[src/rtl/prescaled_timer_pkg.sv]
package prescaled_timer_pkg;

  localparam int BYTE_W = 8;

  typedef enum logic [1:0] {
    ADDR_WORD = 2'd0,
    ADDR_HIGH = 2'd1,
    ADDR_LOW  = 2'd2,
    ADDR_CTRL = 2'd3
  } tmrAddr_t;

  // strobes from control to datapath
  typedef struct packed {
    logic runEn;      // divider and tick may advance
    logic cntHold;    // debug freeze holds the count
    logic loadCount;  // test-mode word write
    logic latchLow;   // high-byte read: capture low byte
    logic dropHold;   // low-byte read: release captured byte
  } tmrStrobes_t;

endpackage

[src/rtl/prescaled_timer_ctrl.sv]
module prescaled_timer_ctrl
  import prescaled_timer_pkg::*;
#(
  parameter int CNT_W = 16
) (
  input  logic              clk,
  input  logic              rst_n,
  input  logic              testMode,
  input  logic              waitMode,
  input  logic              dbgFreeze,
  input  logic [1:0]        busAddr,
  input  logic              busWr,
  input  logic              busRd,
  input  logic [3:0]        ctrlWdata,
  input  logic [CNT_W-1:0]  countVal,
  input  logic [BYTE_W-1:0] lowHold,
  input  logic              holdValid,
  output tmrStrobes_t       stb,
  output logic [CNT_W-1:0]  busRdata,
  output logic              fastClear
);

  logic enBit, waitStopBit, freezeBit, fastClrBit;
  logic ctrlWrite;

  assign ctrlWrite = busWr && (busAddr == ADDR_CTRL);

  always_ff @(posedge clk or negedge rst_n) begin
    if (!rst_n) begin
      enBit       <= 1'b0;
      waitStopBit <= 1'b0;
      freezeBit   <= 1'b0;
      fastClrBit  <= 1'b0;
    end else if (ctrlWrite) begin
      enBit       <= ctrlWdata[3];
      waitStopBit <= ctrlWdata[2];
      freezeBit   <= ctrlWdata[1];
      fastClrBit  <= ctrlWdata[0];
    end
  end

  always_comb begin
    stb.runEn     = enBit && !(waitStopBit && waitMode);
    stb.cntHold   = freezeBit && dbgFreeze;
    stb.loadCount = busWr && testMode && (busAddr == ADDR_WORD);
    stb.latchLow  = busRd && (busAddr == ADDR_HIGH);
    stb.dropHold  = busRd && (busAddr == ADDR_LOW);
  end

  always_comb begin
    busRdata = '0;
    case (busAddr)
      ADDR_WORD: busRdata = countVal;
      ADDR_HIGH: busRdata[BYTE_W-1:0] = countVal[CNT_W-1 -: BYTE_W];
      ADDR_LOW:  busRdata[BYTE_W-1:0] = holdValid ? lowHold : countVal[BYTE_W-1:0];
      default:   busRdata[BYTE_W-1:0] = {enBit, waitStopBit, freezeBit, fastClrBit, 4'b0000};
    endcase
  end

  assign fastClear = fastClrBit;

  // fast clear output tracks the last written control bit 4
  a_r12_fastclear_tracks: assert property (@(posedge clk) disable iff (!rst_n)
    $past(ctrlWrite) |-> fastClear == $past(ctrlWdata[0]));

endmodule

[src/rtl/prescaled_timer_dp.sv]
module prescaled_timer_dp
  import prescaled_timer_pkg::*;
#(
  parameter int CNT_W     = 16,
  parameter int PRE_W     = 7,
  parameter int SEL_W     = 3,
  parameter int TICK_BITS = 6,
  parameter bit COHERENT  = 1'b1
) (
  input  logic              clk,
  input  logic              rst_n,
  input  tmrStrobes_t       stb,
  input  logic [SEL_W-1:0]  preSel,
  input  logic [CNT_W-1:0]  loadVal,
  output logic [CNT_W-1:0]  countVal,
  output logic [BYTE_W-1:0] lowHold,
  output logic              holdValid,
  output logic              tick64,
  output logic              ovfPulse
);

  logic [PRE_W-1:0] presc;
  logic [PRE_W-1:0] preMask;
  logic             stepNow, incNow;

  // mask of low divider bits that must be all ones for a step
  assign preMask = ~({PRE_W{1'b1}} << preSel);
  assign stepNow = stb.runEn && ((presc & preMask) == preMask);
  assign incNow  = stepNow && !stb.cntHold;

  // free-running divider, never touched by a count load
  always_ff @(posedge clk or negedge rst_n) begin
    if (!rst_n) begin
      presc  <= '0;
      tick64 <= 1'b0;
    end else begin
      if (stb.runEn) presc <= presc + PRE_W'(1);
      tick64 <= stb.runEn && (presc[TICK_BITS-1:0] == {TICK_BITS{1'b1}});
    end
  end

  always_ff @(posedge clk or negedge rst_n) begin
    if (!rst_n) begin
      countVal <= '0;
      ovfPulse <= 1'b0;
    end else begin
      ovfPulse <= 1'b0;
      if (stb.loadCount) begin
        countVal <= loadVal;
      end else if (incNow) begin
        countVal <= countVal + CNT_W'(1);
        ovfPulse <= (countVal == {CNT_W{1'b1}});
      end
    end
  end

  generate
    if (COHERENT) begin : g_hold
      always_ff @(posedge clk or negedge rst_n) begin
        if (!rst_n) begin
          lowHold   <= '0;
          holdValid <= 1'b0;
        end else if (stb.latchLow) begin
          lowHold   <= countVal[BYTE_W-1:0];
          holdValid <= 1'b1;
        end else if (stb.dropHold) begin
          holdValid <= 1'b0;
        end
      end

      // a high-byte read captures the low byte of that same cycle
      a_r11_low_latched: assert property (@(posedge clk) disable iff (!rst_n)
        $past(stb.latchLow) |-> holdValid && lowHold == $past(countVal[BYTE_W-1:0]));
    end else begin : g_nohold
      assign lowHold   = '0;
      assign holdValid = 1'b0;
    end
  endgenerate

  // without a load the count only stays or steps by one
  a_r2_up_only: assert property (@(posedge clk) disable iff (!rst_n)
    !$past(stb.loadCount) |->
      (countVal == $past(countVal)) || (countVal == $past(countVal) + CNT_W'(1)));

  // overflow pulse marks the wrap into zero
  a_r3_ovf_on_wrap: assert property (@(posedge clk) disable iff (!rst_n)
    ovfPulse |-> countVal == '0 && $past(countVal) == {CNT_W{1'b1}});

  // a count load leaves the divider phase alone
  a_r4_presc_kept: assert property (@(posedge clk) disable iff (!rst_n)
    stb.loadCount |=> presc == PRE_W'($past(presc) + PRE_W'($past(stb.runEn))));

  // while halted nothing advances and no tick leaves
  a_r6_halted_holds: assert property (@(posedge clk) disable iff (!rst_n)
    !$past(stb.runEn) && !$past(stb.loadCount) |-> countVal == $past(countVal) && !tick64);

  // freeze holds the count
  a_r9_freeze_holds: assert property (@(posedge clk) disable iff (!rst_n)
    $past(stb.cntHold) && !$past(stb.loadCount) |-> countVal == $past(countVal));

endmodule

[src/rtl/prescaled_timer.sv]
module prescaled_timer
  import prescaled_timer_pkg::*;
#(
  parameter int CNT_W     = 16,
  parameter int PRE_W     = 7,
  parameter int TICK_BITS = 6,
  parameter bit COHERENT  = 1'b1,
  localparam int SEL_W    = $clog2(PRE_W + 1)
) (
  input  logic             clk,
  input  logic             rst_n,
  input  logic             testMode,
  input  logic             waitMode,
  input  logic             dbgFreeze,
  input  logic [SEL_W-1:0] preSel,
  input  logic [1:0]       busAddr,
  input  logic             busWr,
  input  logic             busRd,
  input  logic [CNT_W-1:0] busWdata,
  output logic [CNT_W-1:0] busRdata,
  output logic             tick64,
  output logic             ovfPulse,
  output logic             fastClear
);

  tmrStrobes_t       stb;
  logic [CNT_W-1:0]  countVal;
  logic [BYTE_W-1:0] lowHold;
  logic              holdValid;

  prescaled_timer_ctrl #(.CNT_W(CNT_W)) u_ctrl (
    .clk       (clk),
    .rst_n     (rst_n),
    .testMode  (testMode),
    .waitMode  (waitMode),
    .dbgFreeze (dbgFreeze),
    .busAddr   (busAddr),
    .busWr     (busWr),
    .busRd     (busRd),
    .ctrlWdata (busWdata[7:4]),
    .countVal  (countVal),
    .lowHold   (lowHold),
    .holdValid (holdValid),
    .stb       (stb),
    .busRdata  (busRdata),
    .fastClear (fastClear)
  );

  prescaled_timer_dp #(
    .CNT_W     (CNT_W),
    .PRE_W     (PRE_W),
    .SEL_W     (SEL_W),
    .TICK_BITS (TICK_BITS),
    .COHERENT  (COHERENT)
  ) u_dp (
    .clk       (clk),
    .rst_n     (rst_n),
    .stb       (stb),
    .preSel    (preSel),
    .loadVal   (busWdata),
    .countVal  (countVal),
    .lowHold   (lowHold),
    .holdValid (holdValid),
    .tick64    (tick64),
    .ovfPulse  (ovfPulse)
  );

endmodule

[config.mk]
export PLATFORM = sky130hd
export DESIGN_NAME = prescaled_timer
export DESIGN_NICKNAME = d
export VERILOG_FILES = /design/src/rtl/prescaled_timer_pkg.sv /design/src/rtl/prescaled_timer_ctrl.sv /design/src/rtl/prescaled_timer_dp.sv /design/src/rtl/prescaled_timer.sv
export SDC_FILE = /design/constraint.sdc
export NUM_CORES = 1
export LEC_CHECK = 0
export CAP_MARGIN = 25
export CORE_MARGIN = 8
export CORE_UTILIZATION = 35
export CTS_CLUSTER_DIAMETER = 100
export CTS_CLUSTER_SIZE = 25
export DETAILED_ROUTE_END_ITERATION = 7
export SYNTH_ARGS = -nofsm -noshare
export SYNTH_HDL_FRONTEND = slang
export SYNTH_HIERARCHICAL = 1
export SYNTH_SLANG_ARGS = --single-unit
export TNS_END_PERCENT = 50
[constraint.sdc]
create_clock -name clk -period 4.2 [get_ports clk]
set_input_delay 0.63 -clock clk [delete_from_list [all_inputs] [get_ports clk]]
set_output_delay 0.63 -clock clk [all_outputs]
set_load 0.01 [all_outputs]
* After elaboration in Yosys (flattened, before gate mapping)
Index checks and enable logic that the tools add are counted.
** Storage, ports and cells
- Register bits after elaboration :: 38
- Input bits :: 28
- Output and inout bits :: 19
- Word-level logic and storage cells :: 46
** Operators by class
- Add/subtract/negate cells :: 2
- Eq/ne operators :: 6
- Shift-type cells :: 1
- Muxes and demuxes :: 9
- Bitwise logic cells :: 2
- Reductions and logical operators :: 16
** Operator list (number)
- 16-bit two-way mux :: 2
- 8-bit one-hot mux with 3 select lines :: 1
- 16-bit by 1-bit adder with 16-bit output, second input constant :: 1
- 16-bit equality test, second input constant :: 1
- 8-bit two-way mux :: 2
- 1-bit logical AND :: 11
- 7-bit by 1-bit adder with 7-bit output, second input constant :: 1
- 7-bit AND :: 1
- 7-bit equality test :: 1
- 7-bit inverter :: 1
- 7-bit by 3-bit left shift with 7-bit output, first input constant :: 1
- 6-bit equality test, second input constant :: 1
- 2-bit equality test, second input constant :: 2
- 1-bit two-way mux :: 4
- 2-bit nonzero test :: 2
- 2-bit by 1-bit equality test with 1-bit output, second input constant :: 1
- 1-bit logical NOT :: 2
- 2-bit logical NOT :: 1

* Logic depth before layout (Yosys ltp)
- Word-level depth :: 8
- Depth in mapped cells :: 8
- Depth with buffers taken out :: 5

* Cells and area by module
The synthesis kept the hierarchy.
** By module, submodules not included
- prescaled_timer_dp :: times used 1, cells an instance 171, area an instance 1762.9 µm², seq. area each 850.8 µm²
- prescaled_timer_ctrl :: times used 1, cells an instance 65, area an instance 584.3 µm², seq. area each 100.1 µm²

* Least setup slack after synthesis
No wires, ideal clock.
- Kind :: input to register
- Start point :: in waitMode
- End point :: reg u_dp.countVal[14]
- Arrival time :: 2.111 ns
- Data required time :: 4.055 ns
- Setup slack :: 1.944 ns
- Stages on the path :: 6
- Path buffers :: 1
- Path through :: a21boi_0 nor2b_1 o2111ai_4 buf_6 o311ai_0 o211ai_1
** On the way
- Word-level cells in the longest chain between the ends :: 6
** RTL lines
- from (decl) :: RTL line prescaled_timer.sv:13 : input logic waitMode,
- 1-bit logical AND :: RTL line prescaled_timer_ctrl.sv:43 : stb.runEn = enBit && !(waitStopBit && waitMode);
- 1-bit logical NOT :: RTL line prescaled_timer_ctrl.sv:43
- 1-bit logical AND :: RTL line prescaled_timer_ctrl.sv:43
- 1-bit logical AND :: RTL line prescaled_timer_dp.sv:28 : assign stepNow = stb.runEn && ((presc & preMask) == preMask);
- 1-bit logical AND :: RTL line prescaled_timer_dp.sv:29 : assign incNow = stepNow && !stb.cntHold;
- 2-bit nonzero test (no source line)
- to (signal assigned) :: RTL line prescaled_timer_dp.sv:49 : countVal <= loadVal;
- to (signal assigned) :: RTL line prescaled_timer_dp.sv:51 : countVal <= countVal + CNT_W'(1);
- to (decl) :: RTL line prescaled_timer_dp.sv:15 : output logic [CNT_W-1:0] countVal,
Every way passes these cells.
A chain may end at the register's enable or synchronous reset.

* Final worst setup path
- Start point :: in busAddr[1]
- End point :: out busRdata[4]
** On the way
- Word-level cells in the longest chain between the ends :: 2
- Elaborated cells between the ends (all ways) :: 4
** RTL lines
- from (decl) :: RTL line prescaled_timer.sv:16 : input logic [1:0] busAddr,
- 2-bit equality test (tied with other cells) :: RTL line prescaled_timer_ctrl.sv:52 : case (busAddr)
- 8-bit one-hot mux with 3 select lines * :: RTL line prescaled_timer_ctrl.sv:52
- to (decl) :: RTL line prescaled_timer.sv:20 : output logic [CNT_W-1:0] busRdata,
Mark *: on every way between the ends. The rest lies on a longest branch, timed or not.

==> results by group <==
Power and ir drop
  – Power density over cell area: 469 mW/mm²
  – Peak supply drop: 0.000253 V
  – Pleak: 1.17 nW

Timing
  – Final Critical Period: 3360 ps
  – Max_slew headroom: 39.8%
  – Final hold violation count: 0
  – Worst clock skew: 15.3 ps
  – Period utilisation layout: 80.1%
  – Maximum clock rate: 297 MHz
  – Worst Tran Pin Value: 901 ps
  – Setup_tns: 0 ps
  – RSZ-0062 raised after global routing: false
  – Hold WS: 444 ps
  – Final setup viols: 0
  – Final Max Slew Viols: 0

Yosys
  – Syn nets: 266
  – Synthesized flop and latch total: 38
  – Post-synth cell types: 43
  – Synth warnings: 6
  – Post-synthesis sequential area ratio: 40.5%
  – Post-Syn Area: 0.00235 mm²
  – Synth Area per Inst: 9.95 µm²
  – Syn Inst Count: 236

Routing
  – Detailed Route Iter0 Violations: 114
  – Vias: 1956
  – DRC: 0
  – Drt pass-1 iters: 4
  – Detail-routed via count per cell: 5.45
  – DR WL/cell: 17.1 µm
  – Number of nets still failing antenna checks after routing: 0
  – Total Wirelength: 6120 µm

Critical path
  – Max FO, Critical Path: 20
  – Critical path's slowest cell: clkdlybuf4s50_1
  – Crit path launch: busAddr[1]
  – CP Data Arrival Time: 2730 ps
  – CP top delay family: buffers and inverters
  – Setup crit end kind: output port
  – Critical Path Start Type: input port
  – Crit-path cells: clkdlybuf4s50_1 > nor2b_2 > nand2_1 > o211ai_1 > clkdlybuf4s50_1
  – Reg-to-reg startpoint: u_ctrl/waitStopBit
  – CP Class: input port to output port
  – Worst Path Required: 3570 ps
  – Worst path bufs/invs: 2
  – Most frequent cell on the critical path: clkdlybuf4s50_1
  – Crit-path max cell delay: 960 ps

Global routing
  – First-pass GRT wire length: 10300 µm
  – Vias in the first global route: 1983
  – Pin count of the biggest net entering global routing: 39
  – Total grt overflow: 0
  – Initial antenna violation count: 0
  – Tot GR Track Use: 13.3%

Clock tree
  – CTS resizes: 0
  – Post-CTS Repair Setup Buffers: 0
  – TritonCTS clock tree: built
  – Clock transition at the registers of the reported paths: 90 ps
  – Worst-Skew Late Latency: 300 ps
  – Cts hold-fix bufs: 0
  – CTS Buffer Depth: 2
  – CTS Sinks: 38
  – TritonCTS Buffers: 5
  – H-tree levels: 2
  – Clock root buffer: clkbuf_8

Outcome
  – Status: finished, final reports clean

Floorplanning
  – Num ports: 47
  – DIE AREA: 0.00958 mm²
  – Number of placement rows: 30
  – Die H: 97.9 µm
  – Core Box Area: 0.00664 mm²
  – Die width: 97.9 µm
  – Starting density of the core: 35.3%

Place
  – I/O Buffers: 46
  – Final GP Congestion: 0.746
  – DP Wirelength: 4370 µm

Cells and area
  – P&R area growth vs syn: 26.7%
  – Nets: 308
  – Diode count: 0
  – Layout cells sized above 1: 12.9%

Job
  – Max-cap violations: 0

Min path
  – Min-Delay Path Class: input port to async pin
[sequential cells by signal, summed over array words and instances, names as in the netlist]
| register | count |
|---|---|
| u_ctrl/fastClear | 1 |
| u_dp/lowHold | 8 |
| u_ctrl/enBit | 1 |
| u_dp/presc | 7 |
| u_ctrl/waitStopBit | 1 |
| u_dp/holdValid | 1 |
| u_dp/countVal | 16 |
| u_dp/ovfPulse | 1 |
| u_dp/tick64 | 1 |
| u_ctrl/freezeBit | 1 |
[cell usage after synthesis, drive strengths merged]
master   number  area [µm²]
dfrtp        38         951
nand2        25        93.8
mux2         17         203
nand3        15        75.1
o211ai       14         115
o21ai        11        55.1
and2         10        62.6
or3          10        62.6
mux2i         9        90.1
nor2b         9        58.8
a31oi         7        43.8
nor2          7        33.8
buf           6        56.3
clkbuf        6        22.5
inv           6        22.5
and3          5        31.3
o311ai        4        35.0
xor2          4        35.0
a21boi        3        22.5
a22oi         3        22.5
nand4         3        18.8
o22ai         3        18.8
or2           3        21.3
or4           3        22.5
xnor2         3        26.3
ha            2        25.0
a21o          1        7.51
a2bb2oi       1        8.76
and3b         1        8.76
and4          1        8.76
nand3b        1        7.51
nor4          1        21.3
o2111ai       1        26.3
o221ai        1        15.0
or3b          1        8.76
or4b          1        10.0
[logic make-up (layout without fill, tap and decap cells)]
| kind of cell | after synthesis | in the layout | share of synthesized area, % |
|---|---|---|---|
| AND/OR/NAND/NOR | 96 | 96 | 23.2 |
| AO/OA/AOI/OAI | 49 | 49 | 15.8 |
| XOR/XNOR | 7 | 7 | 2.61 |
| multiplexers | 26 | 26 | 12.5 |
| buffers and inverters | 18 | 61 | 4.32 |
| flip-flops | 38 | 38 | 40.5 |
| adder cells (fa/ha/maj) | 2 | 2 | 1.07 |
[layer usage]
layer	up-vias	wire, µm	GRT usage [%]
met5	-	0	0
met3	7	367	3.70
met4	0	61	3.72
met2	50	2710	20.2
met1	944	2990	17.9
li1	955	-	-
[power by group]
| group | internal, mW | switching, mW | leakage, nW | total, mW |
|---|---|---|---|---|
| combinational | 0.232 | 0.174 | 0.643 | 0.406 |
| sequential | 0.467 | 0.130 | 0.454 | 0.597 |
| clock | 0.254 | 0.138 | 0.0714 | 0.392 |
[metrics by stage]
| stage | util, % | total power, mW | instances | worst slack (ps) | cell area, µm² |
|---|---|---|---|---|---|
| after floorplan | - | 0.850 | 236 | 1940 | 2350 |
| after global placement | 42.6 | 1.00 | 351 | 881 | 2830 |
| after detailed placement | 42.6 | 1.01 | 351 | 873 | 2830 |
| after CTS | 44.8 | 1.41 | 359 | 857 | 2970 |
| after global routing | 44.8 | 1.49 | 359 | 737 | 2970 |
| final | 44.8 | 1.39 | 359 | 837 | 2970 |
[layout make-up]
class,instances,area [µm²]
Fill cell,628,3670
Inverter,6,22.5
Multi-Input combinational cell,180,1290
Clock buffer,6,82.6
Sequential cell,38,951
Tap cell,80,100
Clock inverter,2,60.1
Timing Repair Buffer,47,463
[cells in the final DEF, fill, tap and decap left out, drive strengths merged, types with 3 or more instances in the layout]
master	synthesis	layout
o21ai	11	11
a21boi	3	3
nand4	3	3
nand3	15	15
o22ai	3	3
inv	6	6
clkbuf	6	6
and2	10	10
or3	10	10
xor2	4	4
mux2	17	17
or2	3	3
or4	3	3
and3	5	5
o311ai	4	4
a31oi	7	7
nor2b	9	9
o211ai	14	14
clkdlybuf4s50	0	45
nor2	7	7
a22oi	3	3
xnor2	3	3
dfrtp	38	38
nand2	25	25
mux2i	9	9
[final timing paths]
path | endpoint | slack, ps | cells past startpoint
worst max-delay path | busRdata[4] | 840 | 5
worst min-delay path | u_dp/countVal[6] | 440 | 1
worst max register to register | u_dp/countVal[3] | 1780 | 5
worst min register to register | u_dp/presc[6] | 470 | 1
max in group asynchronous | u_dp/presc[5] | 3180 | 1
min in group clk | u_dp/presc[6] | 470 | 1
Power figures use the tool's default switching activity.
